<file path="src/rtl/lfs_pkg.sv">
package lfs_pkg;
  typedef enum logic [1:0] {
    SZ_BYTE = 2'd0,
    SZ_HALF = 2'd1,
    SZ_WORD = 2'd2
  } size_e;

  typedef enum logic [1:0] {
    ST_IDLE = 2'd0,
    ST_FILL = 2'd1,
    ST_THRU = 2'd2
  } state_e;
endpackage

</file>
<file path="src/rtl/lfs_line_buf.sv">
module lfs_line_buf #(
  parameter int DATA_W = 32,
  parameter int BEATS  = 4,
  parameter int IDX_W  = 2
) (
  input  logic              clk_i,
  input  logic              rst_ni,
  input  logic              we_i,
  input  logic [IDX_W-1:0]  wr_idx_i,
  input  logic [DATA_W-1:0] wr_data_i,
  input  logic [IDX_W-1:0]  rd_idx_i,
  output logic [DATA_W-1:0] rd_data_o
);
  logic [DATA_W-1:0] words_q [BEATS];

  for (genvar g = 0; g < BEATS; g++) begin : g_word
    always_ff @(posedge clk_i or negedge rst_ni) begin
      if (!rst_ni)                                   words_q[g] <= '0;
      else if (we_i && (wr_idx_i == IDX_W'(g)))      words_q[g] <= wr_data_i;
    end
  end

  // forward the beat being written so the last word is usable in its own cycle
  always_comb begin
    if (we_i && (wr_idx_i == rd_idx_i)) rd_data_o = wr_data_i;
    else                                rd_data_o = words_q[rd_idx_i];
  end
endmodule

</file>
<file path="src/rtl/lfs_fsm.sv">
module lfs_fsm import lfs_pkg::*; #(
  parameter int ADDR_W = 32,
  parameter int DATA_W = 32,
  parameter int BEATS  = 4,
  localparam int IDX_W = $clog2(BEATS)
) (
  input  logic              clk_i,
  input  logic              rst_ni,
  input  logic              mrst_i,
  input  logic              req_valid_i,
  input  logic [ADDR_W-1:0] req_addr_i,
  input  logic [1:0]        req_size_i,
  input  logic              req_cacheable_i,
  input  logic              hit_i,
  input  logic              mem_ready_i,
  output logic              req_ready_o,
  output logic              mem_valid_o,
  output logic [ADDR_W-1:0] mem_addr_o,
  output logic [1:0]        mem_size_o,
  output logic [IDX_W-1:0]  word_idx_o,
  output logic [IDX_W-1:0]  beat_idx_o,
  output logic              fill_hs_o,
  output logic              fill_end_o,
  output logic              fill_cut_o,
  output logic              thru_end_o,
  output logic              hit_acc_o
);
  localparam int WB    = $clog2(DATA_W/8);
  localparam int OFF_W = IDX_W + WB;
  localparam logic [IDX_W-1:0] LAST = IDX_W'(BEATS-1);

  state_e            state_q;
  logic [ADDR_W-1:0] addr_q;
  logic [1:0]        size_q;
  logic [IDX_W-1:0]  beat_q;
  logic              abort_q;
  logic              accept, hs, cancel;

  assign accept = req_valid_i && req_ready_o;
  assign hs     = mem_valid_o && mem_ready_i;
  assign cancel = abort_q || mrst_i;

  always_comb begin
    req_ready_o = (state_q == ST_IDLE) && !mrst_i;
    mem_valid_o = (state_q != ST_IDLE);
    if (state_q == ST_FILL) begin
      mem_addr_o = {addr_q[ADDR_W-1:OFF_W], beat_q, {WB{1'b0}}};
      mem_size_o = SZ_WORD;
    end else begin
      mem_addr_o = addr_q;
      mem_size_o = size_q;
    end
  end

  assign word_idx_o = addr_q[OFF_W-1:WB];
  assign beat_idx_o = beat_q;
  assign fill_hs_o  = hs && (state_q == ST_FILL);
  assign fill_end_o = fill_hs_o && (beat_q == LAST) && !cancel;
  assign fill_cut_o = fill_hs_o && cancel;
  assign thru_end_o = hs && (state_q == ST_THRU) && !cancel;
  assign hit_acc_o  = accept && req_cacheable_i && hit_i;

  always_ff @(posedge clk_i or negedge rst_ni) begin
    if (!rst_ni) begin
      state_q <= ST_IDLE;
      addr_q  <= '0;
      size_q  <= SZ_WORD;
      beat_q  <= '0;
      abort_q <= 1'b0;
    end else begin
      unique case (state_q)
        ST_IDLE: begin
          abort_q <= 1'b0;
          beat_q  <= '0;
          if (accept) begin
            addr_q <= req_addr_i;
            size_q <= req_size_i;
            if (!req_cacheable_i) state_q <= ST_THRU;
            else if (!hit_i)      state_q <= ST_FILL;
          end
        end
        ST_FILL: begin
          abort_q <= cancel;
          if (hs) begin
            if (cancel || beat_q == LAST) state_q <= ST_IDLE;
            else                          beat_q  <= beat_q + 1'b1;
          end
        end
        ST_THRU: begin
          abort_q <= cancel;
          if (hs) state_q <= ST_IDLE;
        end
        default: state_q <= ST_IDLE;
      endcase
    end
  end

  assert_hold_R7: assert property (@(posedge clk_i) disable iff (!rst_ni)
    (mem_valid_o && !mem_ready_i) |=>
      (mem_valid_o && $stable(mem_addr_o) && $stable(mem_size_o)));

  assert_ascend_R3: assert property (@(posedge clk_i) disable iff (!rst_ni)
    (fill_hs_o && !cancel && beat_q != LAST) |=>
      (mem_valid_o && mem_addr_o == $past(mem_addr_o) + ADDR_W'(DATA_W/8)));

  assert_cut_stop_R8: assert property (@(posedge clk_i) disable iff (!rst_ni)
    fill_cut_o |=> !mem_valid_o);

  assert_mrst_block_R10: assert property (@(posedge clk_i) disable iff (!rst_ni)
    mrst_i |-> !req_ready_o);

  assert_busy_R11: assert property (@(posedge clk_i) disable iff (!rst_ni)
    mem_valid_o |-> !req_ready_o);
endmodule

</file>
<file path="src/rtl/line_fill_seq.sv">
module line_fill_seq import lfs_pkg::*; #(
  parameter int ADDR_W = 32,
  parameter int DATA_W = 32,
  parameter int BEATS  = 4
) (
  input  logic              clk_i,
  input  logic              rst_ni,
  input  logic              mrst_i,
  input  logic              req_valid_i,
  output logic              req_ready_o,
  input  logic [ADDR_W-1:0] req_addr_i,
  input  logic [1:0]        req_size_i,
  input  logic              req_cacheable_i,
  input  logic              hit_i,
  input  logic [DATA_W-1:0] hit_data_i,
  output logic              rsp_valid_o,
  output logic [DATA_W-1:0] rsp_data_o,
  output logic              mem_valid_o,
  input  logic              mem_ready_i,
  output logic [ADDR_W-1:0] mem_addr_o,
  output logic [1:0]        mem_size_o,
  input  logic [DATA_W-1:0] mem_rdata_i,
  output logic              fill_we_o,
  output logic [ADDR_W-1:0] fill_addr_o,
  output logic [DATA_W-1:0] fill_data_o,
  output logic              line_done_o,
  output logic              line_inv_o
);
  localparam int IDX_W = $clog2(BEATS);

  logic [IDX_W-1:0]  word_idx, beat_idx;
  logic              fill_hs, fill_end, fill_cut, thru_end, hit_acc;
  logic [DATA_W-1:0] line_word;
  logic              rsp_valid_q, done_q, inv_q;
  logic [DATA_W-1:0] rsp_data_q;

  lfs_fsm #(.ADDR_W(ADDR_W), .DATA_W(DATA_W), .BEATS(BEATS)) u_fsm (
    .clk_i, .rst_ni, .mrst_i, .req_valid_i, .req_addr_i, .req_size_i,
    .req_cacheable_i, .hit_i, .mem_ready_i, .req_ready_o, .mem_valid_o,
    .mem_addr_o, .mem_size_o,
    .word_idx_o (word_idx),
    .beat_idx_o (beat_idx),
    .fill_hs_o  (fill_hs),
    .fill_end_o (fill_end),
    .fill_cut_o (fill_cut),
    .thru_end_o (thru_end),
    .hit_acc_o  (hit_acc)
  );

  lfs_line_buf #(.DATA_W(DATA_W), .BEATS(BEATS), .IDX_W(IDX_W)) u_buf (
    .clk_i, .rst_ni,
    .we_i      (fill_hs),
    .wr_idx_i  (beat_idx),
    .wr_data_i (mem_rdata_i),
    .rd_idx_i  (word_idx),
    .rd_data_o (line_word)
  );

  assign fill_we_o   = fill_hs;
  assign fill_addr_o = mem_addr_o;
  assign fill_data_o = mem_rdata_i;

  always_ff @(posedge clk_i or negedge rst_ni) begin
    if (!rst_ni) begin
      rsp_valid_q <= 1'b0;
      rsp_data_q  <= '0;
      done_q      <= 1'b0;
      inv_q       <= 1'b0;
    end else begin
      rsp_valid_q <= hit_acc || fill_end || thru_end;
      done_q      <= fill_end;
      inv_q       <= fill_cut;
      if (hit_acc)       rsp_data_q <= hit_data_i;
      else if (fill_end) rsp_data_q <= line_word;
      else if (thru_end) rsp_data_q <= mem_rdata_i;
    end
  end

  assign rsp_valid_o = rsp_valid_q;
  assign rsp_data_o  = rsp_data_q;
  assign line_done_o = done_q;
  assign line_inv_o  = inv_q;

  assert_hit_no_bus_R2: assert property (@(posedge clk_i) disable iff (!rst_ni)
    hit_acc |=> (rsp_valid_o && !mem_valid_o && rsp_data_o == $past(hit_data_i)));

  assert_fill_word_R4: assert property (@(posedge clk_i) disable iff (!rst_ni)
    fill_we_o |-> (mem_size_o == SZ_WORD));

  assert_done_rsp_R5: assert property (@(posedge clk_i) disable iff (!rst_ni)
    line_done_o |-> rsp_valid_o);

  assert_cut_silent_R8: assert property (@(posedge clk_i) disable iff (!rst_ni)
    line_inv_o |-> (!rsp_valid_o && !line_done_o));

  assert_thru_nofill_R6: assert property (@(posedge clk_i) disable iff (!rst_ni)
    (mem_valid_o && mem_size_o != SZ_WORD) |-> !fill_we_o);
endmodule

</file>
<file path="config.mk">
export PLATFORM = sky130hd
export DESIGN_NAME = line_fill_seq
export DESIGN_NICKNAME = d
export VERILOG_FILES = /design/src/rtl/lfs_pkg.sv /design/src/rtl/lfs_line_buf.sv /design/src/rtl/lfs_fsm.sv /design/src/rtl/line_fill_seq.sv
export SDC_FILE = /design/constraint.sdc
export NUM_CORES = 1
export LEC_CHECK = 0
export ABC_AREA = 1
export CAP_MARGIN = 30
export CORE_ASPECT_RATIO = 0.8
export CORE_MARGIN = 2
export CORE_UTILIZATION = 40
export DETAILED_ROUTE_END_ITERATION = 8
export PLACE_DENSITY = 0.7
export SLEW_MARGIN = 25
export SYNTH_ARGS = -nofsm -noshare
export SYNTH_HDL_FRONTEND = slang
export SYNTH_SLANG_ARGS = --single-unit
</file>
<file path="constraint.sdc">
create_clock -name clk_i -period 3.2 [get_ports clk_i]
set_clock_uncertainty 0.2 [all_clocks]
set_input_delay 0.48 -clock clk_i [delete_from_list [all_inputs] [get_ports clk_i]]
set_output_delay 0.48 -clock clk_i [all_outputs]
set_load 0.005 [all_outputs]
</file>
==> results.cfg <==
[worst_setup_path]
startpoint_type = register
crit_top_cell = inv_1
cp_top_family = buffers and inverters
end_kind = output port
cp_slowest_cell = clkdlybuf4s50_1
cpPeakStageDelay_ns = 0.54
critical_path_class = register to output port
cp.depth = 5
crit_start = u_fsm.state_q[1]$_DFFE_PN0P_
crit_path_cell_trace = inv_1, ha_1, inv_1, a21oi_1, clkdlybuf4s50_1
critPathRequiredTime_ns = 2.52
crit_buf_inv = 3
r2r-start = u_fsm.state_q[1]$_DFFE_PN0P_
crit_fanout = 8
critical_path_arrival_ns = 2.36
ff2ff_path_depth = 10

[die]
initial_core_util_pct = 40.5
fp.dieArea_sq_mm = 0.0279
coreArea_sq_mm = 0.0262
die_h_microns = 150
ioPinCount = 241
die_w_microns = 186
row_count = 53

[global_route]
antenna_found_initial = 1
grt_max_degree = 78
grt_pass1_vias = 8739
grt_overflow = 0
grt_usage_pct = 19.6
grt_pass1_wl_microns = 44300

[min_path]
hold_path.class = register to register
min_path_cells = 2
hp-start = rsp_data_o[31]$_DFFE_PN0P_

[power_and_ir_drop]
switchingPower_w = 0.00366
power_leakage_nw = 6.58
power_frac_comb_pct = 40.6
p_sw_share_pct = 34.4
pwr-share-clk_pct = 23.7
ir_worst_vdd_v = 0.000388
p_int_w = 0.00698
power_frac_seq_pct = 35.8
p_per_area_mw_per_mm2 = 793

[yosys]
syn_nets = 1503
avgSynthCellArea_sq_um = 7.65
synthTopCellsByArea = dfrtp_1 (47%), nand2_1 (16%), buf_4 (6.8%), inv_1 (6.3%), nand3_1 (6.1%)
synth_top_area_share_pct = 47.4
synth_cell_type_count = 26
synthCells = 1389
yosysWarnings = 0
syn-cell-area_sq_mm = 0.0106
yosysTopAreaCell = dfrtp_1
yosysSeqAreaShare_pct = 47.6
ys_ff_latch = 202

[final_layout]
syn2layout_area_growth_pct = 26.2
antenna_cells = 0
nets = 1624
fin_area_sq_mm = 0.0134
final_layout_size_suffix_gt1_share_pct = 6.43

[route]
drc = 0
drt-pass1-iter-count = 5
first_iter_violations = 652
via_count = 8929
detail_route.vias_per_cell = 4.74
ant_nets = 0
detail_route.wl_per_cell_microns = 14.4
finalWirelength_microns = 27000

[clock_tree]
cts-root-buf = clkbuf_16
cts.sinks = 202
cts_tree = yes
cts_buffers = 23
cts.reportedPaths.clkPinSlew_ns = 0.06
insertion_delay_ns = 0.51
ctsLongestPathBuffers = 3
post-cts-setup-buffer-count = 0
h-tree-depth = 1

[job]
drv_cap = 0

[timing]
tns_ns = 0
finalHoldViolations = 0
slew_headroom_pct = 49.4
fmax_mhz = 329
finalCriticalPeriod_ns = 3.04
report.final.slew_viol_count = 0
worst_pin_slew_ns = 0.758
setup_viol = 0
grt_setup_unrepaired = false
fin_crit_sh_pct = 95.1

[run_status]
status = completed

[place]
place.port_buffers = 240
placed_area_sq_mm = 0.0127
routabilityCongestion = 0.785
dpl.hpwl_microns = 17600
==> metrics by stage <==
| stage | hold slack, ns | setup slack (ns) | total power [W] | util (%) | cells |
|---|---|---|---|---|---|
| after global routing | 0.300 | 0.00274 | 0.0114 | 51.2 | 1882 |
| after CTS | 0.288 | 0.129 | 0.0108 | 51.2 | 1882 |
| after floorplan | -0.0156 | 1.25 | 0.00654 | - | 1389 |
| final | 0.280 | 0.156 | 0.0106 | 51.2 | 1882 |
| after global placement | 0.264 | 0.635 | 0.00807 | 48.4 | 1841 |
| after detailed placement | 0.265 | 0.585 | 0.00819 | 48.4 | 1841 |
==> synth_stat cells <==
cell,count
a21oi_1,2
clkbuf_1,25
nand2_1,442
nor2_4,2
buf_6,3
inv_1,177
inv_2,3
mux2_2,23
ha_1,9
nand4_2,1
o21ai_1,26
buf_4,96
dfstp_2,1
o21ai_0,115
xnor2_1,1
nor3_1,3
mux2_1,5
clkinv_1,1
buf_2,36
dfrtp_1,201
nor2_1,74
nand2_2,5
nor2_2,2
or2_2,1
nand3_1,129
buf_1,6
==> cell type report <==
cell class | instances | area, sq um
Clock buffer | 31 | 636
Clock inverter | 9 | 78.8
Fill cell | 2491 | 12800
Inverter | 181 | 679
Multi-Input combinational cell | 840 | 3850
Sequential cell | 202 | 5060
Tap cell | 357 | 447
Timing Repair Buffer | 262 | 2660
==> power by group through the flow <==
| stage | logic (W) | registers [W] | clock network [W] |
|---|---|---|---|
| after floorplan | 0.00280 | 0.00374 | 0 |
| after global placement | 0.00426 | 0.00381 | 0 |
| after detailed placement | 0.00435 | 0.00384 | 0 |
| after CTS | 0.00437 | 0.00381 | 0.00259 |
| after global routing | 0.00482 | 0.00391 | 0.00268 |
| final | 0.00431 | 0.00380 | 0.00252 |
==> layout by cell type (no fill, tap or decap) <==
master | synthesis | layout
bufinv_16 | 0 | 1
clkinv_2 | 0 | 5
dlygate4sd3_1 | 0 | 1
buf_12 | 0 | 7
inv_6 | 0 | 1
clkbuf_8 | 0 | 4
dfstp_2 | 1 | 1
ha_1 | 9 | 9
o21ai_1 | 26 | 26
xnor2_1 | 1 | 1
clkbuf_1 | 25 | 5
nand3_1 | 129 | 128
mux2_2 | 23 | 23
inv_1 | 177 | 176
nor2_1 | 74 | 74
nand3_2 | 0 | 1
o21ai_0 | 115 | 115
nand2_1 | 442 | 442
clkbuf_16 | 0 | 23
nor3_1 | 3 | 3
dfrtp_2 | 0 | 1
inv_2 | 3 | 4
dfrtp_1 | 201 | 200
or2_2 | 1 | 1
nand2_2 | 5 | 5
clkinv_1 | 1 | 1
nand4_2 | 1 | 1
clkdlybuf4s50_1 | 0 | 239
a21oi_1 | 2 | 2
buf_4 | 96 | 14
nor2_4 | 2 | 4
mux2_1 | 5 | 5
clkinvlp_4 | 0 | 2
==> what timing repair did <==
action	CTS	global route
hold buffers	1	0
hold endpoints to repair	73	0
gates resized for setup	0	0
==> cell families after synthesis <==
group	after synthesis	share of synthesized area, %
mux	28	2.97
fa+ha+maj	9	1.06
flops	202	47.6
simple gates	659	25.3
buf+inv	347	16.3
xor+xnor	1	0.0825
compound gates	143	6.74
==> final timing paths <==
kind                                               end  slack [ns]
max in group asynchronous  u_fsm.size_q[1]$_DFFE_PN1P_        1.63
max reg2reg                 rsp_data_o[13]$_DFFE_PN0P_        0.81
min                         rsp_data_o[31]$_DFFE_PN0P_        0.28
min in group asynchronous  u_fsm.addr_q[8]$_DFFE_PN0P_        0.39
min reg2reg                 rsp_data_o[31]$_DFFE_PN0P_        0.28
max                                     fill_addr_o[2]        0.16
==> state kept, by name, summed over array words and instances (netlist names) <==
register,flops
u_fsm.addr_q,32
u_fsm.state_q,2
line_inv_o,1
line_done_o,1
rsp_data_o,32
u_fsm.abort_q,1
u_fsm.size_q,2
u_fsm.beat_idx_o,2
u_buf.words_q,128
rsp_valid_o,1
==> worst min-delay path: stages (launching register included) <==
cell and delay (ns):
dfrtp_1 0.34, nand2_1 0.05, nand2_1 0.06
==> layer usage <==
| layer | vias to the layer above | share of wire [%] | GRT usage, % |
|---|---|---|---|
| met2 | 240 | 49 | 34.0 |
| li1 | 4412 | - | - |
| met4 | 2 | 1.5 | 4.02 |
| met1 | 4241 | 44 | 25.9 |
| met5 | - | 0.048 | 0 |
| met3 | 34 | 5.6 | 3.36 |
Note: power is estimated with default switching activity, not from simulation.
